==> src/rtl/dvfs_seq_pkg.sv <==
package dvfs_seq_pkg;

  typedef enum logic [2:0] {
    S_IDLE,
    S_VSET,
    S_VWAIT,
    S_FSET,
    S_FWAIT,
    S_FIN
  } seq_state_t;

  typedef struct packed {
    logic latchTgt;
    logic loadV;
    logic loadF;
    logic clrCnt;
    logic commit;
    logic setErr;
  } seq_strobe_t;

endpackage

==> src/rtl/dvfs_seq_dp.sv <==
module dvfs_seq_dp
  import dvfs_seq_pkg::*;
#(
  parameter int NUM_POINTS = 4,
  parameter int IDX_W      = 2,
  parameter int VCODE_W    = 8,
  parameter int FCODE_W    = 8,
  parameter int CNT_W      = 12,
  parameter int V_MIN      = 40,
  parameter int V_STEP     = 12,
  parameter int F_MIN      = 25,
  parameter int F_STEP     = 25
) (
  input  logic               clk,
  input  logic               rstN,
  input  seq_strobe_t        stb,
  input  logic [IDX_W-1:0]   reqIdx,
  output logic [IDX_W-1:0]   reqIdxC,
  output logic [IDX_W-1:0]   curIdx,
  output logic [CNT_W-1:0]   cnt,
  output logic [VCODE_W-1:0] vregCode,
  output logic               vregLoad,
  output logic [FCODE_W-1:0] clkgenCode,
  output logic               clkgenLoad,
  output logic               lockErr
);

  localparam logic [IDX_W:0]   LAST_IDX = (IDX_W+1)'(NUM_POINTS - 1);
  localparam logic [VCODE_W-1:0] V_RST  = VCODE_W'(V_MIN);
  localparam logic [FCODE_W-1:0] F_RST  = FCODE_W'(F_MIN);

  logic [VCODE_W-1:0] vTable [NUM_POINTS];
  logic [FCODE_W-1:0] fTable [NUM_POINTS];
  logic [IDX_W-1:0]   tgtIdx;

  // operating-point table computed from base and step
  for (genvar g = 0; g < NUM_POINTS; g++) begin : g_point
    assign vTable[g] = VCODE_W'(V_MIN + g * V_STEP);
    assign fTable[g] = FCODE_W'(F_MIN + g * F_STEP);
  end

  assign reqIdxC = ({1'b0, reqIdx} > LAST_IDX) ? LAST_IDX[IDX_W-1:0] : reqIdx;

  always_ff @(posedge clk or negedge rstN) begin
    if (!rstN) begin
      tgtIdx     <= '0;
      curIdx     <= '0;
      cnt        <= '0;
      vregCode   <= V_RST;
      vregLoad   <= 1'b0;
      clkgenCode <= F_RST;
      clkgenLoad <= 1'b0;
      lockErr    <= 1'b0;
    end else begin
      vregLoad   <= stb.loadV;
      clkgenLoad <= stb.loadF;
      if (stb.latchTgt) tgtIdx <= reqIdxC;
      if (stb.loadV)    vregCode <= vTable[tgtIdx];
      if (stb.loadF)    clkgenCode <= fTable[tgtIdx];
      if (stb.commit)   curIdx <= tgtIdx;
      if (stb.setErr)   lockErr <= 1'b1;
      if (stb.clrCnt)   cnt <= '0;
      else if (cnt != '1) cnt <= cnt + 1'b1;
    end
  end

  // error flag is sticky
  p_err_sticky_r11: assert property (@(posedge clk) disable iff (!rstN)
    lockErr |=> lockErr);

  // committed point moves only after a commit strobe
  p_cur_commit_r9: assert property (@(posedge clk) disable iff (!rstN)
    !$stable(curIdx) |-> $past(stb.commit));

  // voltage strobe is a single pulse
  p_vload_pulse_r3: assert property (@(posedge clk) disable iff (!rstN)
    vregLoad |=> !vregLoad);

endmodule

==> src/rtl/dvfs_seq_ctrl.sv <==
module dvfs_seq_ctrl
  import dvfs_seq_pkg::*;
#(
  parameter int IDX_W = 2,
  parameter int CNT_W = 12
) (
  input  logic             clk,
  input  logic             rstN,
  input  logic             reqValid,
  input  logic [IDX_W-1:0] reqIdxC,
  input  logic [IDX_W-1:0] curIdx,
  input  logic [CNT_W-1:0] cnt,
  input  logic [CNT_W-1:0] settleCycles,
  input  logic [CNT_W-1:0] lockLimit,
  input  logic             pllLocked,
  output seq_strobe_t      stb,
  output logic             reqReady,
  output logic             busy,
  output logic             stallReq,
  output logic             done
);

  seq_state_t state, nextState;
  logic goingUp, goingUpNxt;
  logic accept, settleDone, lockSeen, lockExpired;

  assign accept      = reqValid && (state == S_IDLE);
  assign settleDone  = ({1'b0, cnt} + 1'b1) >= {1'b0, settleCycles};
  // first wait cycle still sees the old lock level
  assign lockSeen    = (cnt != '0) && pllLocked;
  assign lockExpired = ({1'b0, cnt} + 1'b1) >= {1'b0, lockLimit};

  always_comb begin
    nextState  = state;
    goingUpNxt = goingUp;
    stb        = '0;
    unique case (state)
      S_IDLE: begin
        if (accept) begin
          stb.latchTgt = 1'b1;
          if (reqIdxC == curIdx) begin
            nextState = S_FIN;
          end else if (reqIdxC > curIdx) begin
            goingUpNxt = 1'b1;
            nextState  = S_VSET;
          end else begin
            goingUpNxt = 1'b0;
            nextState  = S_FSET;
          end
        end
      end
      S_VSET: begin
        stb.loadV  = 1'b1;
        stb.clrCnt = 1'b1;
        nextState  = S_VWAIT;
      end
      S_VWAIT: begin
        if (settleDone) begin
          if (goingUp) begin
            nextState = S_FSET;
          end else begin
            stb.commit = 1'b1;
            nextState  = S_FIN;
          end
        end
      end
      S_FSET: begin
        stb.loadF  = 1'b1;
        stb.clrCnt = 1'b1;
        nextState  = S_FWAIT;
      end
      S_FWAIT: begin
        if (lockSeen) begin
          if (goingUp) begin
            stb.commit = 1'b1;
            nextState  = S_FIN;
          end else begin
            nextState = S_VSET;
          end
        end else if (lockExpired) begin
          stb.setErr = 1'b1;
          nextState  = S_FIN;
        end
      end
      S_FIN:   nextState = S_IDLE;
      default: nextState = S_IDLE;
    endcase
  end

  always_ff @(posedge clk or negedge rstN) begin
    if (!rstN) begin
      state   <= S_IDLE;
      goingUp <= 1'b0;
    end else begin
      state   <= nextState;
      goingUp <= goingUpNxt;
    end
  end

  assign reqReady = (state == S_IDLE);
  assign busy     = (state != S_IDLE);
  assign done     = (state == S_FIN);
  assign stallReq = (state == S_VSET) || (state == S_VWAIT) ||
                    (state == S_FSET) || (state == S_FWAIT);

  // ready never overlaps a request in progress
  p_ready_idle_r2: assert property (@(posedge clk) disable iff (!rstN)
    reqReady |-> !busy);

  // done lasts one cycle
  p_done_pulse_r9: assert property (@(posedge clk) disable iff (!rstN)
    done |=> !done);

  // stall only inside a request
  p_stall_busy_r8: assert property (@(posedge clk) disable iff (!rstN)
    stallReq |-> busy);

  // acceptance starts busy on the next cycle
  p_busy_accept_r12: assert property (@(posedge clk) disable iff (!rstN)
    (reqValid && reqReady) |=> busy);

endmodule

==> src/rtl/dvfs_seq.sv <==
module dvfs_seq
  import dvfs_seq_pkg::*;
#(
  parameter int NUM_POINTS = 4,
  parameter int IDX_W      = $clog2(NUM_POINTS),
  parameter int VCODE_W    = 8,
  parameter int FCODE_W    = 8,
  parameter int CNT_W      = 12,
  parameter int V_MIN      = 40,
  parameter int V_STEP     = 12,
  parameter int F_MIN      = 25,
  parameter int F_STEP     = 25
) (
  input  logic               clk,
  input  logic               rstN,
  input  logic               reqValid,
  input  logic [IDX_W-1:0]   reqIdx,
  output logic               reqReady,
  input  logic [CNT_W-1:0]   settleCycles,
  input  logic [CNT_W-1:0]   lockLimit,
  input  logic               pllLocked,
  output logic [VCODE_W-1:0] vregCode,
  output logic               vregLoad,
  output logic [FCODE_W-1:0] clkgenCode,
  output logic               clkgenLoad,
  output logic               stallReq,
  output logic               busy,
  output logic               done,
  output logic               lockErr,
  output logic [IDX_W-1:0]   curIdx
);

  seq_strobe_t      stb;
  logic [IDX_W-1:0] reqIdxC;
  logic [CNT_W-1:0] cnt;

  dvfs_seq_ctrl #(
    .IDX_W (IDX_W),
    .CNT_W (CNT_W)
  ) u_ctrl (
    .clk          (clk),
    .rstN         (rstN),
    .reqValid     (reqValid),
    .reqIdxC      (reqIdxC),
    .curIdx       (curIdx),
    .cnt          (cnt),
    .settleCycles (settleCycles),
    .lockLimit    (lockLimit),
    .pllLocked    (pllLocked),
    .stb          (stb),
    .reqReady     (reqReady),
    .busy         (busy),
    .stallReq     (stallReq),
    .done         (done)
  );

  dvfs_seq_dp #(
    .NUM_POINTS (NUM_POINTS),
    .IDX_W      (IDX_W),
    .VCODE_W    (VCODE_W),
    .FCODE_W    (FCODE_W),
    .CNT_W      (CNT_W),
    .V_MIN      (V_MIN),
    .V_STEP     (V_STEP),
    .F_MIN      (F_MIN),
    .F_STEP     (F_STEP)
  ) u_dp (
    .clk        (clk),
    .rstN       (rstN),
    .stb        (stb),
    .reqIdx     (reqIdx),
    .reqIdxC    (reqIdxC),
    .curIdx     (curIdx),
    .cnt        (cnt),
    .vregCode   (vregCode),
    .vregLoad   (vregLoad),
    .clkgenCode (clkgenCode),
    .clkgenLoad (clkgenLoad),
    .lockErr    (lockErr)
  );

  // voltage is applied only under stall
  p_vload_stall_r4: assert property (@(posedge clk) disable iff (!rstN)
    vregLoad |-> stallReq);

  // frequency is applied only under stall
  p_fload_stall_r5: assert property (@(posedge clk) disable iff (!rstN)
    clkgenLoad |-> stallReq);

  // committed point becomes visible in the done cycle
  p_cur_at_done_r9: assert property (@(posedge clk) disable iff (!rstN)
    !$stable(curIdx) |-> done);

  // the two strobes never coincide
  p_no_dual_load_r4: assert property (@(posedge clk) disable iff (!rstN)
    !(vregLoad && clkgenLoad));

endmodule

==> config.mk <==
export PLATFORM = sky130hd
export DESIGN_NAME = dvfs_seq
export DESIGN_NICKNAME = d
export VERILOG_FILES = /design/src/rtl/dvfs_seq_pkg.sv /design/src/rtl/dvfs_seq_dp.sv /design/src/rtl/dvfs_seq_ctrl.sv /design/src/rtl/dvfs_seq.sv
export SDC_FILE = /design/constraint.sdc
export NUM_CORES = 1
export LEC_CHECK = 0
export CORE_MARGIN = 1
export CORE_UTILIZATION = 50
export CTS_CLUSTER_DIAMETER = 40
export DETAILED_ROUTE_END_ITERATION = 10
export PLACE_DENSITY = 0.81
export SYNTH_ARGS = -nofsm -noshare
export SYNTH_HDL_FRONTEND = slang
export SYNTH_SLANG_ARGS = --single-unit
==> constraint.sdc <==
create_clock -name clk -period 3.6 [get_ports clk]
set_input_delay 0.72 -clock clk [delete_from_list [all_inputs] [get_ports clk]]
set_output_delay 0.72 -clock clk [all_outputs]
set_load 0.02 [all_outputs]
==> results of run 1 <==
## sequential cells by signal, indices dropped and copies added (netlist names)
register and flops:
u_dp.clkgenCode 6, u_dp.clkgenLoad 1, u_dp.curIdx 2, u_ctrl.goingUp 1, u_dp.cnt 12, u_dp.vregLoad 1, u_ctrl.state 3, u_dp.vregCode 5
u_dp.tgtIdx 2, u_dp.lockErr 1
## worst min path at each step
stage,cells past startpoint,startpoint,endpoint,slack (ns)
2_1_floorplan,0,rstN,u_ctrl.goingUp,0.42
3_3_place_gp,1,u_dp.lockErr,u_dp.lockErr,0.45
3_5_place_dp,1,u_dp.lockErr,u_dp.lockErr,0.45
4_1_cts,1,u_dp.lockErr,u_dp.lockErr,0.46
5_1_grt,1,u_dp.lockErr,u_dp.lockErr,0.48
6_report,1,u_dp.lockErr,u_dp.lockErr,0.46
## area by class of cell
class	instances	share of cell area
Timing Repair Buffer	52	0.1734
Multi-Input combinational cell	183	0.4259
Inverter	42	0.05303
Sequential cell	34	0.2879
Tap cell	52	0.02189
Clock buffer	6	0.02778
Clock inverter	1	0.01010
## cells by family (layout without fill, tap and decap cells)
| family | Yosys count | in the layout |
|---|---|---|
| buffers and inverters | 52 | 101 |
| adders and majority gates | 32 | 32 |
| AOI/OAI and AO/OA | 58 | 58 |
| other | 1 | 4 |
| xor gates and xnor gates | 12 | 12 |
| DFF | 34 | 34 |
| and+or+nand+nor | 73 | 73 |
| muxes | 4 | 4 |
## cell usage after synthesis (all sizes together)
cell type  instances  area share
a21o               5       0.016
a211oi             3       0.012
conb               1      0.0016
inv               42       0.068
nand3              7       0.015
nor4               2      0.0054
nor2              14       0.023
o31ai              1      0.0032
ha                32        0.17
dfstp              4       0.045
dfrtp             30        0.32
o211a              2      0.0086
a21oi             26       0.056
or3                2      0.0054
buf                6       0.018
xor2               6       0.023
o32ai              1      0.0038
o2bb2ai            1      0.0038
and4               3       0.011
o311a              1      0.0043
nor3               3      0.0065
mux2i              1      0.0043
a41oi              1      0.0038
and2               1      0.0027
mux2               3       0.015
and3               3      0.0081
clkbuf             4      0.0065
and3b              1      0.0038
o21ai             16       0.034
or3b               1      0.0038
nand2b             3      0.0081
nand4              5       0.013
a31oi              1      0.0027
nand2             27       0.045
xnor2              6       0.023
nor2b              1      0.0027
## power by group
| part | internal (uW) | leakage (uW) | switching (uW) |
|---|---|---|---|
| clock network | 221 | 0.0000573 | 131 |
| logic | 443 | 0.00109 | 518 |
| registers | 528 | 0.000426 | 131 |
## stage by stage
stage	hold slack, ns	area (um2)	utilization	setup WS, ns	total power (uW)
after floorplan	0.4244	2337	-	0.8615	1239
after global placement	0.4539	2860	0.6480	0.6863	1607
after detailed placement	0.4470	2860	0.6480	0.5360	1627
after CTS	0.4616	2973	0.6735	0.5232	1987
after global routing	0.4753	2973	0.6735	0.2268	2132
final	0.4559	2973	0.6735	0.5228	1971
## critical path, stage by stage, from the launching register on
cell and delay (ns):
dfrtp_1 0.48, ha_1 0.23, nand3_1 0.15, nor2_1 0.26, and3_1 0.25, xor2_1 0.23, ha_1 0.29, a21o_1 0.18
a21oi_1 0.21, a211oi_2 0.10, a31oi_1 0.19, nand2_2 0.09, mux2_1 0.31
## layer usage
layer	track usage	wire length [um]	vias to the layer above
li1	-	-	989
met1	0.2889	2337	957
met2	0.4006	2644	34
met3	0.03896	148	12
met4	0.08667	98	0
met5	0	0	-
==> results.sh, run 1 <==
export IMPL_path_clk_slew_ns=0.07
export IMPL_regArea_um2=855.8
export IMPL_synth_top_family_by_area="adder cells"
export IMPL_p_per_area_nw_per_um2=663.1
export IMPL_synth_distinct_cells=40
export IMPL_wl_per_cell_um=14.13
export IMPL_syn_area_um2=2326
export IMPL_ctsResizeCount=0
export IMPL_core_area_um2=4414
export IMPL_synth_compound_area_frac=0.1485
export IMPL_rows=24
export IMPL_cts_setup_buffers=0
export IMPL_ant_nets=0
export IMPL_finClkSkew_ns=0.006112
export IMPL_fillers=361
export IMPL_routed_via_count=1992
export IMPL_numCtsBuffers=5
export IMPL_cts_sinks=34
export IMPL_ir_drop_uv=470.2
export IMPL_grt_pass1_vias=2043
export IMPL_ys_seq_elements=34
export IMPL_finalCritPeriodShare=0.8548
export IMPL_cts_root_buf="clkbuf_8"
export IMPL_dp_cells=363
export IMPL_n_antenna_cell=0
export IMPL_fmax_mhz=325.0
export IMPL_hpwl_um=4002
export IMPL_crit_required_ns=3.77
export IMPL_rsz0062_at_grt="false"
export IMPL_outcome="complete, no violations"
export IMPL_drc=0
export IMPL_insertion_delay_ns=0.28
export IMPL_grt_util_all_layers=0.2316
export IMPL_yosysWarningCount=0
export IMPL_seq_area_frac_synth=0.3679
export IMPL_cp_data_arrival_time_ns=3.25
export IMPL_crit_path_end_kind="flip-flop"
export IMPL_layout_common_cells="clkdlybuf4s50_1 (50), inv_1 (42), ha_1 (32)"
export IMPL_cts_tree="built"
export IMPL_first_iter_violations=139
export IMPL_antenna_found_initial=0
export IMPL_cap_viol_max_count=0
export IMPL_worstPathMaxFanout=7
export IMPL_timing_rr_start="u_dp.cnt[0]"
export IMPL_p_leak_uw=0.001570
export IMPL_synth_xor_area_frac=0.04519
export IMPL_fp_dieH_um=70.21
export IMPL_clk_path_buf_depth=2
export IMPL_overflow=0
export IMPL_r2r_slack_ns=0.52
export IMPL_cp_startpoint="u_dp.cnt[0]"
export IMPL_finalSetupViolCount=0
export IMPL_postSynthCellCount=266
export IMPL_die_area_um2=4929
export IMPL_final_common_cell="clkdlybuf4s50_1"
export IMPL_start_util=0.5269
export IMPL_synth_fa_ha_area_frac=0.1721
export IMPL_final_cells=370
export IMPL_min_path_type="flip-flop to flip-flop"
export IMPL_startpoint_type="flip-flop"
export IMPL_synth_area_mux_share=0.01883
export IMPL_finalHoldViolations=0
export IMPL_drt_first_pass_iters=5
export IMPL_maxSlewViolCount=0
export IMPL_gp_congestion=0.8567
export IMPL_grt_first_pass_wirelength_um=9011
export IMPL_totalWireLength_um=5229
export IMPL_min_period_ns=3.077
export IMPL_cts_hold_buf=0
export IMPL_worstMarginPinSlew_ns=0.5550
export IMPL_die_x_um=70.21
export IMPL_h_tree_depth=2
export IMPL_avgSynthCellArea_um2=8.744
export IMPL_synthSimpleGateAreaFrac=0.1533
export IMPL_slew_headroom=0.6300
export IMPL_multiInputGateArea_um2=1266
export IMPL_ff2ff_path_depth=12
export IMPL_r2r_end="u_dp.curIdx[0]"
export IMPL_setup_tns_ns=0
export IMPL_drive_gt1_frac=0.05346
export IMPL_synthToLayoutAreaGrowth_pct=27.81
export IMPL_critical_path_class="flip-flop to flip-flop"
export IMPL_vias_per_cell=5.384
export IMPL_endpoint="u_dp.curIdx[0]"
export IMPL_grt_max_degree=35
export IMPL_port_buffers=50
export IMPL_nets=380
export IMPL_ioPinCount=55
Power figures use the tool's default switching activity.
==> run 2: changes to the inputs <==
CTS_CLUSTER_DIAMETER = 60   (was 40)
REMOVE_ABC_BUFFERS = 1   (was not set)
==> run 2 against run 1 <==
Effect of this change:
- final area down 0.72%
- global-route usage decreased by 1.5 points
- combinational power about the same
==> results.sh, run 2 (same netlist as run 1, synthesis figures left out) <==
export IMPL_insertion_delay_ns=0.28
export IMPL_grt_util_all_layers=0.2166
export IMPL_final_common_cell="clkdlybuf4s50_1"
export IMPL_utilization=0.6687
export IMPL_antenna_found_initial=0
export IMPL_largest_reg_flops=12
export IMPL_die_area_um2=4929
export IMPL_wl_per_cell_um=13.37
export IMPL_finalCritPeriodShare=0.8386
export IMPL_layout_common_cells="clkdlybuf4s50_1 (50), inv_1 (42), ha_1 (32)"
export IMPL_ioPinCount=55
export IMPL_maxSlewViolCount=0
export IMPL_slew_headroom=0.6548
export IMPL_place_ws_ns=0.6087
export IMPL_crit_path_end_kind="flip-flop"
export IMPL_cts_tree="built"
export IMPL_die_x_um=70.21
export IMPL_grt_max_degree=35
export IMPL_rsz0062_at_grt="false"
export IMPL_fp_dieH_um=70.21
export IMPL_holdPathEnd="u_dp.lockErr"
export IMPL_cts_root_buf="clkbuf_8"
export IMPL_start_util=0.5269
export IMPL_vias_per_cell=5.356
export IMPL_h_tree_depth=2
export IMPL_finClkSkew_ns=0.004630
export IMPL_crit_required_ns=3.77
export IMPL_cp_data_arrival_time_ns=3.19
export IMPL_n_antenna_cell=0
export IMPL_largest_register="u_dp.cnt"
export IMPL_synthToLayoutAreaGrowth_pct=26.90
export IMPL_finalSetupViolCount=0
export IMPL_cts_hold_buf=0
export IMPL_gp_congestion=0.8314
export IMPL_ctsResizeCount=0
export IMPL_worst_slack_ns=0.5810
export IMPL_reg_top3="u_dp.cnt: 12 flops, u_dp.clkgenCode: 6 flops, u_dp.vregCode: 5 flops"
export IMPL_clk_path_buf_depth=2
export IMPL_min_from="u_dp.lockErr"
export IMPL_p_sw_frac=0.4104
export IMPL_port_buffers=50
export IMPL_min_path_cells=1
export IMPL_rows=24
export IMPL_p_per_area_nw_per_um2=646.6
export IMPL_ir_drop_uv=474.0
export IMPL_drc=0
export IMPL_grt_first_pass_wirelength_um=8535
export IMPL_power_share_clock=0.153
export IMPL_cap_viol_max_count=0
export IMPL_ant_nets=0
export IMPL_outcome="complete, no violations"
export IMPL_min_path_type="flip-flop to flip-flop"
export IMPL_setup_tns_ns=0
export IMPL_first_iter_violations=67
export IMPL_comb_power_share=0.502
export IMPL_min_period_ns=3.019
export IMPL_grt_pass1_vias=1924
export IMPL_critical_path_class="flip-flop to flip-flop"
export IMPL_core_area_um2=4414
export IMPL_finalHoldViolations=0
export IMPL_power_internal_uw=1125
export IMPL_r2r_slack_ns=0.58
export IMPL_path_clk_slew_ns=0.07
export IMPL_nets=380
export IMPL_p_seq_frac=0.345
export IMPL_routed_via_count=1987
export IMPL_startpoint_type="flip-flop"
export IMPL_hpwl_um=3885
export IMPL_timing_rr_start="u_dp.cnt[0]"
export IMPL_switchingPower_uw=783.2
export IMPL_fmax_mhz=331.2
export IMPL_worstMarginPinSlew_ns=0.5179
export IMPL_numCtsBuffers=5
export IMPL_drive_gt1_frac=0.05329
export IMPL_cts_setup_buffers=0
export IMPL_cts_sinks=34
export IMPL_drt_first_pass_iters=4
export IMPL_overflow=0
export IMPL_r2r_end="u_dp.curIdx[0]"
export IMPL_ff2ff_path_depth=12
export IMPL_totalWireLength_um=4962
export IMPL_p_leak_uw=0.001561
export IMPL_worstPathMaxFanout=7
==> run 2: cell count changes in the layout (fill, tap and decap cells not counted) <==
cell / previous run / this run
bufinv_16: 1 / 0
clkinv_2: 0 / 1
clkbuf_1: 0 / 1
==> run 2: metal layers <==
metal	routed length, um	up-vias	global-route usage
li1	-	995	-
met1	2278	942	0.2884
met2	2423	43	0.3600
met3	186	7	0.04185
met4	74	0	0.06000
met5	0	-	0
==> run 2: cell type report <==
class	instances	area (um2)
flip-flops and latches	34	855.8
clock buffers	7	86.33
multi-input cells	183	1266
fillers	362	1463
inverters	42	157.7
well taps	52	65.06
clock inverters	1	5.005
repair buffers	52	515.5
==> run 2: metrics by stage <==
stage                     area [um2]  instances  hold slack, ns  power [uW]
after floorplan                 2280        259          0.4244        1221
after global placement          2860        363          0.4478        1603
after detailed placement        2860        363          0.4509        1624
after CTS                       2952        371          0.4665        1925
after global routing            2952        371          0.4814        2062
final                           2952        371          0.4574        1909
==> run 2: worst max-delay path by stage <==
stage	to	cells past startpoint	slack, ns	from
after global placement	u_dp.curIdx[0]	12	0.70	u_dp.cnt[0]
after global routing	u_dp.curIdx[0]	12	0.37	u_dp.cnt[0]
after CTS	u_dp.curIdx[0]	12	0.58	u_dp.cnt[0]
after floorplan	u_dp.curIdx[0]	12	0.85	u_dp.cnt[0]
after detailed placement	u_dp.curIdx[0]	12	0.61	u_dp.cnt[0]
final	u_dp.curIdx[0]	12	0.58	u_dp.cnt[0]
==> run 2: critical path, stage by stage (launching register included) <==
cell      delay, ns
dfrtp_1        0.47
ha_1           0.23
nand3_1        0.14
nor2_1         0.24
and3_1         0.24
xor2_1         0.23
ha_1           0.28
a21o_1         0.18
a21oi_1        0.21
a211oi_2       0.10
a31oi_1        0.19
nand2_2        0.09
mux2_1         0.32
==> run 2: power groups by stage <==
stage	clock network [uW]	logic [uW]	registers, uW
2_1_floorplan	0	484	737
3_3_place_gp	0	942	662
3_5_place_dp	0	961	663
4_1_cts	299	969	658
5_1_grt	317	1060	681
6_report	291	959	659
==> run 3: changes to the inputs <==
clock period = 3.1 ns   (was 3.6 ns; I/O delays follow)
==> run 3 against run 2 <==
Effect of this change:
- combinational power grew 19%
- worst setup slack worse by 0.35 ns
- global-route usage is 0.60 points higher
- sequential power grew 14%
- die area unchanged
- power up 16%
- non-clock buffer count increased by 1
- clock skew decreased by 0.0016 ns
- sequential share of layout area barely moved
==> results.sh, run 3 (same netlist as run 1, synthesis figures left out) <==
export IMPL_port_buffers=50
export IMPL_wl_per_cell_um=13.33
export IMPL_finalHoldViolations=0
export IMPL_min_period_ns=2.871
export IMPL_nets=381
export IMPL_grt_util_all_layers=0.2226
export IMPL_antenna_found_initial=0
export IMPL_gp_congestion=0.8927
export IMPL_cts_tree="built"
export IMPL_fmax_mhz=348.3
export IMPL_insertion_delay_ns=0.28
export IMPL_report_power_total_uw=2209
export IMPL_largest_reg_flops=12
export IMPL_finalSetupViolCount=0
export IMPL_layout_common_cells="clkdlybuf4s50_1 (50), inv_1 (42), ha_1 (32)"
export IMPL_finClkSkew_ns=0.002995
export IMPL_cp_startpoint="u_dp.cnt[1]"
export IMPL_n_antenna_cell=0
export IMPL_first_iter_violations=83
export IMPL_worst_slack_ns=0.2286
export IMPL_place_ws_ns=0.2362
export IMPL_path_clk_slew_ns=0.07
export IMPL_routed_via_count=1979
export IMPL_start_util=0.5269
export IMPL_grt_first_pass_wirelength_um=8638
export IMPL_crit_path_end_kind="flip-flop"
export IMPL_worstMarginPinSlew_ns=0.5332
export IMPL_utilization=0.6684
export IMPL_totalWireLength_um=4959
export IMPL_largest_register="u_dp.cnt"
export IMPL_finalCritPeriodShare=0.9263
export IMPL_use_met2=0.3771
export IMPL_hpwl_um=3910
export IMPL_cts_sinks=34
export IMPL_cap_viol_max_count=0
export IMPL_final_common_cell="clkdlybuf4s50_1"
export IMPL_grt_max_degree=35
export IMPL_p_per_area_nw_per_um2=748.6
export IMPL_overflow=0
export IMPL_clk_path_buf_depth=2
export IMPL_maxSlewViolCount=0
export IMPL_crit_required_ns=3.27
export IMPL_min_from="u_dp.lockErr"
export IMPL_core_area_um2=4414
export IMPL_ant_nets=0
export IMPL_cts_root_buf="clkbuf_8"
export IMPL_ioPinCount=55
export IMPL_setup_tns_ns=0
export IMPL_worstPathMaxFanout=4
export IMPL_slew_headroom=0.6445
export IMPL_cts_setup_buffers=0
export IMPL_synthToLayoutAreaGrowth_pct=26.84
export IMPL_outcome="complete, no violations"
export IMPL_numCtsBuffers=5
export IMPL_h_tree_depth=2
export IMPL_vias_per_cell=5.320
export IMPL_startpoint_type="flip-flop"
export IMPL_use_met1=0.2777
export IMPL_drive_gt1_frac=0.05625
export IMPL_global_route_usage_met3=0.05051
export IMPL_fp_dieH_um=70.21
export IMPL_rsz0062_at_grt="false"
export IMPL_cts_hold_buf=0
export IMPL_reg_top3="u_dp.cnt: 12 flops, u_dp.clkgenCode: 6 flops, u_dp.vregCode: 5 flops"
export IMPL_ir_drop_uv=583.7
export IMPL_p_leak_uw=0.001562
export IMPL_ctsResizeCount=0
export IMPL_die_x_um=70.21
export IMPL_timing_rr_start="u_dp.cnt[1]"
export IMPL_drc=0
export IMPL_drt_first_pass_iters=4
export IMPL_min_path_type="flip-flop to flip-flop"
export IMPL_die_area_um2=4929
export IMPL_top_usage_layer="met2"
export IMPL_critical_path_class="flip-flop to flip-flop"
export IMPL_cp_data_arrival_time_ns=3.04
export IMPL_rows=24
export IMPL_grt_pass1_vias=1962
==> run 3: cell count changes in the layout (fill, tap and decap cells not counted) <==
cell      delta
clkinv_2     +1
buf_4        +1
clkbuf_8     -1
==> run 3: layout make-up <==
cell class                 count  area, um2
fill                         366       1464
multi-input combinational    183       1266
sequential                    34      855.8
timing repair buffer          53      523.0
inverter                      42      157.7
clock buffer                   6      72.57
tap                           52      65.06
clock inverter                 2      10.01
==> run 3: path summary, 6_finish.rpt <==
check	to	depth (start not counted)	slack, ns
worst max-delay path	u_dp.curIdx[0]	12	0.23
worst min-delay path	u_dp.lockErr	1	0.47
worst max register to register	u_dp.curIdx[0]	12	0.23
worst min register to register	u_dp.lockErr	1	0.47
max in group asynchronous	u_dp.clkgenCode[3]	2	2.02
min in group asynchronous	u_dp.cnt[7]	2	0.74
==> run 3: where the power goes <==
part,total [uW],switching (uW),internal (uW),leakage [uW]
Combinational,1140,619,525,0.00109
Clock,312,156,155,0.0000450
Sequential,752,139,613,0.000426
==> run 3: stage by stage <==
step	cells	instance area (um2)	hold WS [ns]
after floorplan	259	2280	0.3244
after global placement	364	2868	0.4480
after detailed placement	364	2868	0.4538
after CTS	372	2950	0.4687
after global routing	372	2950	0.5021
final	372	2950	0.4676
==> run 3: worst max-delay path, cell delays in order, from the launching register on <==
cell	delay, ns
dfrtp_1	0.39
ha_1	0.20
nand3_1	0.15
nor2_1	0.24
and3_1	0.24
xor2_1	0.21
ha_1	0.27
a21o_1	0.18
a21oi_1	0.20
a211oi_2	0.09
a31oi_1	0.19
nand2_2	0.09
mux2_1	0.32
==> run 3: metal layers <==
layer,up-vias,part of all wire
met5,-,0
met4,0,0.015
met3,8,0.042
met2,45,0.49
met1,928,0.45
li1,998,-
